**config.mk**
```make
export PLATFORM = sky130hd
export DESIGN_NAME = medium_resv_timer
export DESIGN_NICKNAME = d
export VERILOG_FILES = /design/src/rtl/mrt_pkg.sv /design/src/rtl/mrt_counter.sv /design/src/rtl/mrt_wdog.sv /design/src/rtl/mrt_permit.sv /design/src/rtl/medium_resv_timer.sv
export SDC_FILE = /design/constraint.sdc
export NUM_CORES = 1
export LEC_CHECK = 0
export BUFFER_PORTS_ARGS = -buffer_cell sky130_fd_sc_hd__buf_2
export CAP_MARGIN = 25
export CELL_PAD_IN_SITES_DETAIL_PLACEMENT = 1
export CELL_PAD_IN_SITES_GLOBAL_PLACEMENT = 1
export CORE_UTILIZATION = 29
export DETAILED_ROUTE_END_ITERATION = 8
export PLACE_DENSITY_LB_ADDON = 0.1
export SYNTH_ARGS = -nofsm -noshare
export SYNTH_HDL_FRONTEND = slang
export SYNTH_HIERARCHICAL = 1
export SYNTH_SLANG_ARGS = --single-unit
export TNS_END_PERCENT = 30
```
**constraint.sdc**
```tcl
create_clock -name clk -period 7.2 [get_ports clk]
set_input_delay 0.72 -clock clk [delete_from_list [all_inputs] [get_ports clk]]
set_output_delay 0.72 -clock clk [all_outputs]
set_load 0.05 [all_outputs]
```
**src/rtl/mrt_pkg.sv**
```systemverilog
package mrt_pkg;

   typedef enum logic [1:0] {
      FK_RTS   = 2'd0,
      FK_CTS   = 2'd1,
      FK_DATA  = 2'd2,
      FK_OTHER = 2'd3
   } frame_kind_e;

   function automatic logic kind_reserves(input logic [1:0] kind);
      return (kind == FK_RTS) || (kind == FK_CTS) || (kind == FK_DATA);
   endfunction

endpackage

```
**src/rtl/mrt_counter.sv**
```systemverilog
module mrt_counter #(
   parameter int CNT_W = 16
) (
   input  logic             clk,
   input  logic             rst,
   input  logic             load_req,
   input  logic [CNT_W-1:0] load_val,
   input  logic             tick,
   input  logic             force_clr,
   output logic [CNT_W-1:0] cnt,
   output logic             cnt_zero
);

   localparam logic [CNT_W-1:0] ZERO = '0;
   localparam logic [CNT_W-1:0] ONE  = {{(CNT_W-1){1'b0}}, 1'b1};

   logic [CNT_W-1:0] stepped;
   logic [CNT_W-1:0] base;
   logic [CNT_W-1:0] nxt;

   always_comb begin
      stepped = (tick && (cnt != ZERO)) ? (cnt - ONE) : cnt;
      base    = force_clr ? ZERO : stepped;
      nxt     = (load_req && (load_val > base)) ? load_val : base;
   end

   always_ff @(posedge clk) begin
      if (rst) cnt <= ZERO;
      else     cnt <= nxt;
   end

   assign cnt_zero = (cnt == ZERO);

   AST_TICK_STEP: assert property (@(posedge clk) disable iff (rst)
      (tick && !load_req && !force_clr && (cnt != ZERO)) |=> (cnt == $past(cnt) - ONE));
   AST_ZERO_SATURATE: assert property (@(posedge clk) disable iff (rst)
      (cnt_zero && !load_req) |=> cnt_zero);
   AST_LOAD_REACH: assert property (@(posedge clk) disable iff (rst)
      load_req |=> (cnt >= $past(load_val)));
   AST_NO_SHORTEN: assert property (@(posedge clk) disable iff (rst)
      (load_req && !force_clr && !tick) |=> (cnt >= $past(cnt)));
   AST_WD_WIPE: assert property (@(posedge clk) disable iff (rst)
      (force_clr && !load_req) |=> cnt_zero);

endmodule

```
**src/rtl/mrt_wdog.sv**
```systemverilog
module mrt_wdog #(
   parameter int WD_W    = 16,
   parameter bit ON_TICK = 1'b1
) (
   input  logic            clk,
   input  logic            rst,
   input  logic            restart,
   input  logic            tick,
   input  logic            resv_zero,
   input  logic [WD_W-1:0] limit,
   output logic            expire,
   output logic            armed
);

   localparam logic [WD_W:0] ONE_X = {{WD_W{1'b0}}, 1'b1};

   logic            advance;
   logic [WD_W-1:0] elapsed;
   logic [WD_W:0]   after_step;

   generate
      if (ON_TICK) begin : g_tick_base
         assign advance = tick;
      end else begin : g_clock_base
         assign advance = 1'b1;
      end
   endgenerate

   assign after_step = {1'b0, elapsed} + ONE_X;

   always_comb begin
      expire = armed && !restart && advance && !resv_zero &&
               (limit != '0) && (after_step == {1'b0, limit});
   end

   always_ff @(posedge clk) begin
      if (rst) begin
         armed   <= 1'b0;
         elapsed <= '0;
      end else if (restart) begin
         armed   <= 1'b1;
         elapsed <= '0;
      end else if (expire || resv_zero) begin
         armed   <= 1'b0;
         elapsed <= '0;
      end else if (armed && advance) begin
         elapsed <= after_step[WD_W-1:0];
      end
   end

   AST_WD_REARM: assert property (@(posedge clk) disable iff (rst)
      restart |=> armed);
   AST_WD_ONE_SHOT: assert property (@(posedge clk) disable iff (rst)
      expire |=> (!armed && !expire));

endmodule

```
**src/rtl/mrt_permit.sv**
```systemverilog
module mrt_permit (
   input  logic clk,
   input  logic rst,
   input  logic cnt_zero,
   input  logic backoff,
   output logic go
);

   logic was_busy;
   logic withheld;
   logic ended;
   logic wanted;

   always_comb begin
      ended  = was_busy && cnt_zero;
      wanted = (ended || withheld) && cnt_zero;
      go     = wanted && !backoff;
   end

   always_ff @(posedge clk) begin
      if (rst) begin
         was_busy <= 1'b0;
         withheld <= 1'b0;
      end else begin
         was_busy <= !cnt_zero;
         withheld <= wanted && backoff;
      end
   end

   AST_GO_SINGLE: assert property (@(posedge clk) disable iff (rst)
      go |=> !go);

endmodule

```
**src/rtl/medium_resv_timer.sv**
```systemverilog
module medium_resv_timer #(
   parameter int CNT_W      = 16,
   parameter int WD_W       = 16,
   parameter bit WD_ON_TICK = 1'b1
) (
   input  logic             clk,
   input  logic             rst,
   input  logic             frm_valid,
   input  logic [1:0]       frm_kind,
   input  logic [CNT_W-1:0] frm_dur,
   input  logic             us_tick,
   input  logic             backoff_busy,
   input  logic [WD_W-1:0]  wd_limit,
   output logic             medium_busy,
   output logic             tx_go
);
   import mrt_pkg::*;

   generate
      if (CNT_W < 2 || CNT_W > 32) begin : g_bad_cnt_w
         $error("medium_resv_timer: CNT_W must be 2..32");
      end
      if (WD_W < 1 || WD_W > 32) begin : g_bad_wd_w
         $error("medium_resv_timer: WD_W must be 1..32");
      end
   endgenerate

   logic             qualify;
   logic             wd_fire;
   logic             wd_armed;
   logic [CNT_W-1:0] resv_cnt;
   logic             resv_zero;

   assign qualify = frm_valid && kind_reserves(frm_kind);

   mrt_counter #(.CNT_W(CNT_W)) u_count (
      .clk      (clk),
      .rst      (rst),
      .load_req (qualify),
      .load_val (frm_dur),
      .tick     (us_tick),
      .force_clr(wd_fire),
      .cnt      (resv_cnt),
      .cnt_zero (resv_zero)
   );

   mrt_wdog #(.WD_W(WD_W), .ON_TICK(WD_ON_TICK)) u_wdog (
      .clk      (clk),
      .rst      (rst),
      .restart  (qualify),
      .tick     (us_tick),
      .resv_zero(resv_zero),
      .limit    (wd_limit),
      .expire   (wd_fire),
      .armed    (wd_armed)
   );

   mrt_permit u_permit (
      .clk     (clk),
      .rst     (rst),
      .cnt_zero(resv_zero),
      .backoff (backoff_busy),
      .go      (tx_go)
   );

   assign medium_busy = !resv_zero;

   AST_OTHER_IGNORED: assert property (@(posedge clk) disable iff (rst)
      (frm_valid && (frm_kind == FK_OTHER) && !us_tick && !wd_fire) |=> $stable(resv_cnt));
   AST_GO_WHEN_FREE: assert property (@(posedge clk) disable iff (rst)
      tx_go |-> (!medium_busy && !backoff_busy));
   AST_RESET_QUIET: assert property (@(posedge clk)
      rst |=> (!medium_busy && !wd_armed));

endmodule

```
==> impl_metrics.py, run 1 <==
metrics = {
    "status": {
        "status": "completed",
    },
    "clocking": {
        "cts-resized-gates": 0,
        "clkSlewWorstSetupHoldPaths_ps": 80,
        "clk_path_buf_depth": 2,
        "numCtsBuffers": 5,
        "cts_htree_levels": 2,
        "insertion_delay_ps": 290,
        "cts_tree": "done",
        "postCtsSetupRepairBufs": 0,
        "cts-root-buf": "clkbuf_8",
        "cts.hold.buffers_added": 0,
        "clock-sinks": 35,
    },
    "floorplan": {
        "initial_core_util_pct": 29.8,
        "core-area_um2": 10300,
        "die_h_um": 105,
        "rows": 37,
        "die_area_um2": 11000,
        "io_pins": 41,
        "die_width_um": 105,
    },
    "routing": {
        "drt_pass1_iterations": 4,
        "wl_met3_um": 273,
        "wl_mm": 9.19,
        "dr.max_layer_used": "met4",
        "route.detailed.wl_per_inst_um": 16.6,
        "via_per_inst": 5.20,
        "ant_nets": 0,
        "vias": 2878,
        "dr_wl_met2_mm": 4.07,
        "met1_length_mm": 4.77,
        "drt_drc_violations_left": 0,
        "dr.first_iter.drc_count": 79,
    },
    "timing": {
        "tns_ps": 0,
        "finalCritPeriodShare_pct": 69.9,
        "worst_pin_slew_ps": 861,
        "rsz0062_at_grt": "no",
        "drv_slew": 0,
        "finClkSkew_ps": 6.24,
        "final-hold-violation-count": 0,
        "setup_violations": 0,
        "min_period_ps": 5030,
        "max_freq_ghz": 0.199,
        "slew-limit-headroom_pct": 42.1,
    },
    "cells_and_area": {
        "register_area_um2": 701,
        "multi_input_area_um2": 2230,
        "layout-drive-gt1-share_pct": 18.7,
        "fillers": 1277,
        "diodes": 0,
        "area_growth_syn_to_layout_pct": 14.8,
        "fin_util_pct": 34.2,
        "final_cell_mix": "41 x nand2_1, 41 x nor2_1, 40 x buf_2",
        "nets": 474,
    },
    "logic_synthesis": {
        "synth_cell_types": 63,
        "yosys_warnings": 6,
        "syn_nets": 441,
        "netlist_instances": 383,
        "ys_ff_latch": 35,
        "synth-async-reset-ratio_pct": 0,
        "synthFlopType": "dfxtp_1",
        "syn_area_um2": 3070,
        "avgSynthCellArea_um2": 8.00,
        "synth-edff-count": 0,
        "synth-seq-area-share_pct": 22.9,
    },
    "min_path": {
        "min_from": "u_wdog/armed",
        "hp-class": "flop to flop",
        "holdPathEnd": "u_wdog/armed",
        "worstHoldPathCells": 2,
    },
    "grt": {
        "grt_pass1_vias": 2900,
        "grt_max_degree": 28,
        "antenna_found_initial": 0,
        "grt_usage_pct": 17.1,
        "grt_pass1_wl_mm": 14.9,
        "globalRoute.totalOverflow": 0,
    },
    "placement": {
        "hpwl_mm": 7.31,
        "port_buffers": 40,
        "gp_congestion": 0.813,
    },
    "worst_setup_path": {
        "critPathArrivalTime_ps": 5210,
        "rr_startpoint": "u_count/cnt[0]",
        "crit_type": "flop to flop",
        "start_kind": "flop",
        "r2r_end": "u_count/cnt[3]",
        "crit_required_ps": 7380,
        "worst_setup_path_end_kind": "flop",
        "r2r_slack_ps": 2170,
        "r2r_cells": 20,
        "cp_max_fo": 17,
    },
    "power": {
        "power_density_nw_per_um2": 303,
        "vdd_drop_max_mv": 0.136,
        "leakage_nw": 1.35,
        "power_mw": 1.07,
    },
    "flow_run": {
        "cap_violations": 0,
    },
}
[worst max-delay path: stages, from the launching register on]
cell	delay (ps)
dfxtp_1	380
inv_1	80
ha_1	210
nor2b_1	170
and4b_1	290
and2_1	270
nor4_1	290
nand4_1	130
a211oi_1	250
nand3_1	150
nor4_4	310
buf_4	270
inv_1	170
o211a_1	160
a31oi_1	240
ha_1	210
a21oi_1	80
a2111o_1	420
a31oi_2	170
buf_4	310
mux2_2	370
[worst max path at each step]
| stage | startpoint | end | slack, ps |
|---|---|---|---|
| floorplan | u_count/cnt[0] | u_count/cnt[10] | 1810 |
| global placement | u_count/cnt[11] | u_count/cnt[5] | 2280 |
| detailed placement | u_count/cnt[0] | u_count/cnt[3] | 2220 |
| CTS | u_count/cnt[0] | u_count/cnt[3] | 2170 |
| global route | u_count/cnt[0] | u_count/cnt[3] | 1830 |
| finish | u_count/cnt[0] | u_count/cnt[3] | 2170 |
[flip-flops by register name, indices dropped and copies added, names as in the netlist]
| name | cells |
|---|---|
| u_count/cnt | 16 |
| u_permit/was_busy | 1 |
| u_permit/withheld | 1 |
| u_wdog/armed | 1 |
| u_wdog/elapsed | 16 |
[through the flow]
stage,setup WS [ps],hold slack (ps),cells,instance area [um^2]
2_1_floorplan,1810,499,383,3070
3_3_place_gp,2280,526,545,3380
3_5_place_dp,2220,534,545,3380
4_1_cts,2170,554,553,3520
5_1_grt,1830,579,553,3520
6_report,2170,561,553,3520
[per-layer routing]
layer / up-vias / GRT usage (%)
met5: - / 0
met4: 0 / 3.52
met3: 4 / 2.62
met2: 39 / 26.9
met1: 1373 / 24.5
li1: 1462 / -
[Yosys cell counts, types with 2 or more instances]
cell type	n	area share [%]
nand3_1	11	1.8
nor2b_1	6	1.2
nor4_4	2	1.4
or3_1	3	0.61
o31ai_1	5	1.2
clkbuf_2	2	0.33
xnor2_1	24	6.9
nor4b_1	2	0.57
inv_1	14	1.7
and4_1	2	0.57
and2_1	4	0.82
o211ai_1	3	0.73
a21oi_1	10	1.6
mux2i_1	13	4.2
nand3b_1	2	0.49
nand4_1	14	2.9
ha_1	19	7.8
a211oi_1	5	1.2
o41ai_1	3	0.86
or4_4	3	1.1
nor2_1	41	5.0
nand2b_1	2	0.41
dfxtp_1	35	23
clkbuf_1	10	1.2
a41oi_1	3	0.86
buf_4	2	0.49
buf_2	3	0.49
a31oi_1	3	0.61
o21ai_0	7	1.1
a211o_1	9	2.6
mux2_2	5	1.8
or2_2	2	0.41
nor3_1	11	1.8
nor3b_1	4	0.98
a21o_1	6	1.5
a21o_2	2	0.57
nand2_1	41	5.0
nor4_1	10	2.0
xor2_1	16	4.6
[power breakdown]
group          switching, mW  internal [mW]  leakage, nW
logic                  0.325          0.243        0.999
clock network         0.0786          0.138       0.0644
registers             0.0501          0.230        0.285
total                  0.454          0.612         1.35
[kinds of logic (layout without fill, tap and decap cells)]
group                    after synthesis  after routing  synth area share, %
AO/OA/AOI/OAI                         64             64                 15.6
XOR/XNOR                              40             40                 11.4
adder cells (fa/ha/maj)               19             19                 7.76
buffers and inverters                 32             66                 4.61
flip-flops                            35             35                 22.9
multiplexers                          18             18                 6.08
AND/OR/NAND/NOR                      175            175                 31.6
[layout make-up]
class                      count  share of cell area (%)
clock buffer                   5                    1.96
clock inverter                 3                    1.92
inverter                      14                    1.49
multi-input combinational    316                    63.3
sequential                    35                    19.9
tap                          136                    4.83
timing repair buffer          44                    6.54
No activity file was read; power rests on OpenSTA's default activity.
==> inputs of run 2 (changes only) <==
Settings changed: ABC_AREA from default to 1.
Clock period 7.2 ns to 4.7 ns, I/O delays scaled along.
==> impl_metrics.py, run 2 <==
metrics = {
    "logic_synthesis": {
        "netlist_instances": 578,
        "synth.area.top_cells": "nand2_1 22%, dfxtp_1 21%, nor2_1 11%",
        "yosys.cell_count.top_type": "nand2_1",
        "synth-async-reset-ratio_pct": 0,
        "syn_area_um2": 3320,
        "synth-simple-area-share_pct": 50.5,
        "synth_cell_types": 33,
        "synth-edff-count": 0,
        "yosys.area_share.adder_pct": 7.17,
        "synth_compound_area_share_pct": 5.13,
        "synthTopCellsByCount": "197 x nand2_1, 95 x nor2_1, 80 x inv_1",
        "synth.largest_area_cell": "nand2_1",
        "synthFlopType": "dfxtp_1",
        "syn_nets": 636,
        "muxShareOfSynthArea_pct": 0.604,
        "synth_top_area_share_pct": 22.3,
        "synth_top_family_by_area": "simple AND/OR/NAND/NOR gates",
        "synth-xor-area-share_pct": 4.00,
        "yosys_warnings": 6,
        "avgSynthCellArea_um2": 5.74,
        "ys_ff_latch": 35,
        "synth-seq-area-share_pct": 21.1,
    },
    "routing": {
        "dr.first_iter.drc_count": 88,
        "met1_length_mm": 4.39,
        "wl_met3_um": 194,
        "via_per_inst": 4.72,
        "route.detailed.wl_per_inst_um": 13.9,
        "ant_nets": 0,
        "drt_drc_violations_left": 0,
        "drt_pass1_iterations": 4,
        "vias": 3571,
        "dr.max_layer_used": "met4",
        "wl_mm": 10.6,
        "dr_wl_met2_mm": 5.85,
    },
    "cells_and_area": {
        "layout-drive-gt1-share_pct": 12.8,
        "reg_top3": "u_count/cnt: 16 flops, u_wdog/elapsed: 16 flops",
        "fin_area_um2": 3780,
        "area_growth_syn_to_layout_pct": 14.0,
        "diodes": 0,
        "final_cell_mix": "197 x nand2_1, 95 x nor2_1, 80 x inv_1",
        "nets": 674,
        "fillers": 1496,
        "mostFrequentLayoutCell": "nand2_1",
    },
    "clocking": {
        "cts_tree": "done",
        "numCtsBuffers": 5,
        "insertion_delay_ps": 280,
        "cts-root-buf": "clkbuf_16",
        "cts_htree_levels": 2,
        "clk_path_buf_depth": 2,
        "clock-sinks": 35,
        "clkSlewWorstSetupHoldPaths_ps": 60,
        "cts.hold.buffers_added": 0,
    },
    "timing": {
        "worst_pin_slew_ps": 501,
        "setup_slack_ps": 584,
        "drv_slew": 0,
        "tns_ps": 0,
        "finalCritPeriodShare_pct": 87.6,
        "final-hold-violation-count": 0,
        "setup_violations": 0,
        "min_period_ps": 4120,
        "max_freq_ghz": 0.243,
        "finClkSkew_ps": 5.86,
        "rsz0062_at_grt": "no",
        "slew-limit-headroom_pct": 66.6,
    },
    "status": {
        "status": "completed",
    },
    "worst_setup_path": {
        "cpMaxStageDelayCell": "inv_1",
        "cp_common_cell": "nor2_1",
        "max_stage_delay_ps": 370,
        "crit_required_ps": 4870,
        "crit_type": "flop to flop",
        "cp_max_fo": 18,
        "critPathArrivalTime_ps": 4280,
        "start_kind": "flop",
        "worst_setup_path_end_kind": "flop",
    },
    "power": {
        "power_density_nw_per_um2": 345,
        "power_mw": 1.30,
        "vdd_drop_max_mv": 0.170,
        "leakage_nw": 2.01,
    },
    "grt": {
        "grt_usage_pct": 19.3,
        "grt_pass1_vias": 3704,
        "grt_pass1_wl_mm": 17.6,
        "antenna_found_initial": 0,
        "globalRoute.totalOverflow": 0,
        "grt_max_degree": 19,
    },
    "min_path": {
        "hp-class": "primary input to flop",
    },
    "floorplan": {
        "die_area_um2": 11900,
        "core-area_um2": 11000,
        "die_h_um": 109,
        "die_width_um": 109,
        "io_pins": 41,
        "initial_core_util_pct": 30.2,
        "rows": 38,
    },
    "placement": {
        "dp_worst_setup_slack_ps": 420,
        "gp_congestion": 0.810,
        "port_buffers": 40,
        "hpwl_mm": 8.98,
        "placed_area_um2": 3640,
    },
    "flow_run": {
        "cap_violations": 0,
    },
}
run 2: cell count changes in the layout (fill, tap and decap cells not counted), sizes merged, moves of 12 or more:
| cell | before | now |
|---|---|---|
| nand3 | 12 | 52 |
| nor4 | 12 | 0 |
| o21ai | 8 | 20 |
| nor2 | 41 | 108 |
| inv | 14 | 82 |
| xnor2 | 24 | 3 |
| nand2 | 41 | 208 |
run 2: layout make-up:
| cell class | count | area, um^2 | share of cell area (%) |
|---|---|---|---|
| sequential | 35 | 701 | 18.5 |
| clock buffer | 7 | 133 | 3.51 |
| timing repair buffer | 42 | 215 | 5.70 |
| clock inverter | 1 | 5.00 | 0.132 |
| multi-input combinational | 449 | 2240 | 59.2 |
| tap | 140 | 175 | 4.64 |
| inverter | 83 | 312 | 8.25 |
run 2: cells by family (layout without fill, tap and decap cells):
group	after synthesis	after routing
buffers and inverters	94	133
xor gates and xnor gates	12	12
DFF	35	35
adders and majority gates	19	19
AOI/OAI and AO/OA	31	31
and+or+nand+nor	385	385
muxes	2	2
run 2: worst max-delay path, delay by kind of cell, from the launching register on:
| kind | cells | cell delay (ps) |
|---|---|---|
| flip-flops | 1 | 310 |
| AND/OR/NAND/NOR | 20 | 2000 |
| buffers and inverters | 5 | 980 |
| AO/OA/AOI/OAI | 1 | 180 |
| adder cells (fa/ha/maj) | 2 | 520 |
run 2: repair_timing:
action / CTS / global route
buffers inserted: 0 / 0
endpoints found under the setup margin: 0 / 13
gates resized for setup: 0 / 1
run 2: report_power, final:
part           leakage [nW]  internal (mW)  switching [mW]
clock network        0.0679          0.196           0.123
registers             0.287          0.335          0.0511
logic                  1.66          0.212           0.387
total                  2.01          0.742           0.562
run 2: metal layers:
layer	GRT usage, %	vias up
li1	-	1858
met1	20.3	1661
met2	39.8	42
met3	2.33	10
met4	4.25	0
met5	0	-
run 2: stage by stage:
| step | utilization (%) | cells | hold WS, ps |
|---|---|---|---|
| after floorplan | - | 578 | 443 |
| after global placement | 33.1 | 749 | 466 |
| after detailed placement | 33.1 | 749 | 472 |
| after CTS | 34.4 | 757 | 395 |
| after global routing | 34.4 | 757 | 406 |
| final | 34.4 | 757 | 400 |
run 2: final timing paths:
kind | cells past startpoint | slack [ps] | from | endpoint
min | 2 | 400 | rst | u_permit/was_busy
max | 28 | 580 | u_count/cnt[0] | u_count/cnt[0]
min reg2reg | 2 | 480 | u_wdog/armed | u_wdog/armed
max reg2reg | 28 | 580 | u_count/cnt[0] | u_count/cnt[0]
==> inputs of run 3 (changes only) <==
==> constraint.sdc (replaced) <==
create_clock -name clk -period 4.7 [get_ports clk]
set_input_delay 0.235 -clock clk [delete_from_list [all_inputs] [get_ports clk]]
set_output_delay 0.235 -clock clk [all_outputs]
set_load 0.05 [all_outputs]
==> impl_metrics.py, run 3 (synthesized netlist as in run 2, its figures left out) <==
metrics = {
    "worst_setup_path": {
        "cp_common_cell": "nor2_1",
        "crit_required_ps": 4870,
        "setup.worst_path.start": "u_count/cnt[0]",
        "rr_startpoint": "u_count/cnt[0]",
        "worst_setup_path_end_kind": "flop",
        "cp_max_fo": 18,
        "max_stage_delay_ps": 370,
        "start_kind": "flop",
        "critPathArrivalTime_ps": 4280,
        "cpMaxStageDelayCell": "inv_1",
        "crit_type": "flop to flop",
    },
    "clocking": {
        "insertion_delay_ps": 280,
        "cts_htree_levels": 2,
        "cts-root-buf": "clkbuf_16",
        "clock-sinks": 35,
        "cts_tree": "done",
        "numCtsBuffers": 5,
        "clk_path_buf_depth": 2,
        "clkSlewWorstSetupHoldPaths_ps": 60,
    },
    "routing": {
        "via_per_inst": 4.70,
        "dr.first_iter.drc_count": 74,
        "ant_nets": 0,
        "vias": 3550,
        "drt_drc_violations_left": 0,
        "wl_mm": 10.4,
        "route.detailed.wl_per_inst_um": 13.8,
        "drt_pass1_iterations": 4,
    },
    "floorplan": {
        "core-area_um2": 11000,
        "io_pins": 41,
        "die_width_um": 109,
        "initial_core_util_pct": 30.2,
        "rows": 38,
        "die_area_um2": 11900,
        "die_h_um": 109,
    },
    "timing": {
        "finClkSkew_ps": 3.53,
        "tns_ps": 0,
        "finalCritPeriodShare_pct": 87.5,
        "slew-limit-headroom_pct": 66.4,
        "setup_violations": 0,
        "worst_pin_slew_ps": 504,
        "max_freq_ghz": 0.243,
        "rsz0062_at_grt": "no",
        "final-hold-violation-count": 0,
        "hold_ws_ps": 170,
        "min_period_ps": 4110,
        "setup_slack_ps": 588,
        "drv_slew": 0,
    },
    "cells_and_area": {
        "nets": 674,
        "diodes": 0,
        "reg_top3": "u_count/cnt: 16 flops, u_wdog/elapsed: 16 flops",
        "final_cell_mix": "197 x nand2_1, 95 x nor2_1, 80 x inv_1",
        "mostFrequentLayoutCell": "nand2_1",
        "instances_no_fill": 756,
        "area_growth_syn_to_layout_pct": 14.2,
        "layout-drive-gt1-share_pct": 13.0,
    },
    "min_path": {
        "hp-class": "primary input to flop",
        "min_from": "rst",
    },
    "power": {
        "power_density_nw_per_um2": 348,
        "power_mw": 1.32,
        "vdd_drop_max_mv": 0.161,
        "leakage_nw": 2.02,
    },
    "grt": {
        "grt_pass1_vias": 3754,
        "antenna_found_initial": 0,
        "grt_usage_pct": 19.1,
        "grt_pass1_wl_mm": 17.6,
        "globalRoute.totalOverflow": 0,
        "grt_max_degree": 19,
    },
    "placement": {
        "gp_congestion": 0.813,
        "dp.cells": 749,
        "port_buffers": 40,
        "hpwl_mm": 8.87,
        "dp_worst_setup_slack_ps": 467,
    },
    "status": {
        "status": "completed",
    },
    "flow_run": {
        "cap_violations": 0,
    },
}
## run 3: changes by cell type in the layout (fill, tap and decap cells not counted)
| cell | previous run | this run |
|---|---|---|
| clkbuf_8 | 0 | 1 |
| clkbuf_1 | 2 | 0 |
## run 3: layout make-up
type                    count  area, um^2
multi-input cells         449        2240
inverters                  83         312
clock buffers               6         139
flip-flops and latches     35         701
fillers                  1503        7200
repair buffers             42         215
clock inverters             1        5.00
well taps                 140         175
## run 3: path summary, 6_finish.rpt
| kind | end | slack (ps) | cells after the start |
|---|---|---|---|
| min reg2reg | u_wdog/armed | 470 | 2 |
| max reg2reg | u_count/cnt[0] | 590 | 28 |
| min | u_permit/was_busy | 170 | 2 |
| max | u_count/cnt[0] | 590 | 28 |
## run 3: through the flow
stage | utilization (%) | instance area, um^2
CTS | 34.4 | 3780
detailed placement | 33.1 | 3640
global placement | 33.1 | 3640
global route | 34.5 | 3780
floorplan | - | 3320
finish | 34.5 | 3780
## run 3: routing by layer
layer / track usage (%) / part of all wire, % / up-vias
li1: - / - / 1858
met4: 3.96 / 1.1 / 0
met5: 0 / 0 / -
met2: 39.5 / 56 / 32
met3: 2.15 / 1.5 / 8
met1: 20.2 / 41 / 1652
## run 3: power by group
| part | internal (mW) | switching [mW] |
|---|---|---|
| combinational | 0.212 | 0.386 |
| clock | 0.207 | 0.126 |
| sequential | 0.335 | 0.0511 |
| total | 0.753 | 0.564 |
## run 3: critical path: cells and delay by family (launching register included)
family	cells	cell delay (ps)
and+or+nand+nor	20	1990
DFF	1	310
adders and majority gates	2	540
buffers and inverters	5	980
AOI/OAI and AO/OA	1	180
## run 3: repair_timing
action / in CTS / in global routing
hold buffers: 0 / 0
setup buffers: 0 / 0
gates resized for setup: 0 / 1
setup endpoints to repair: 0 / 4
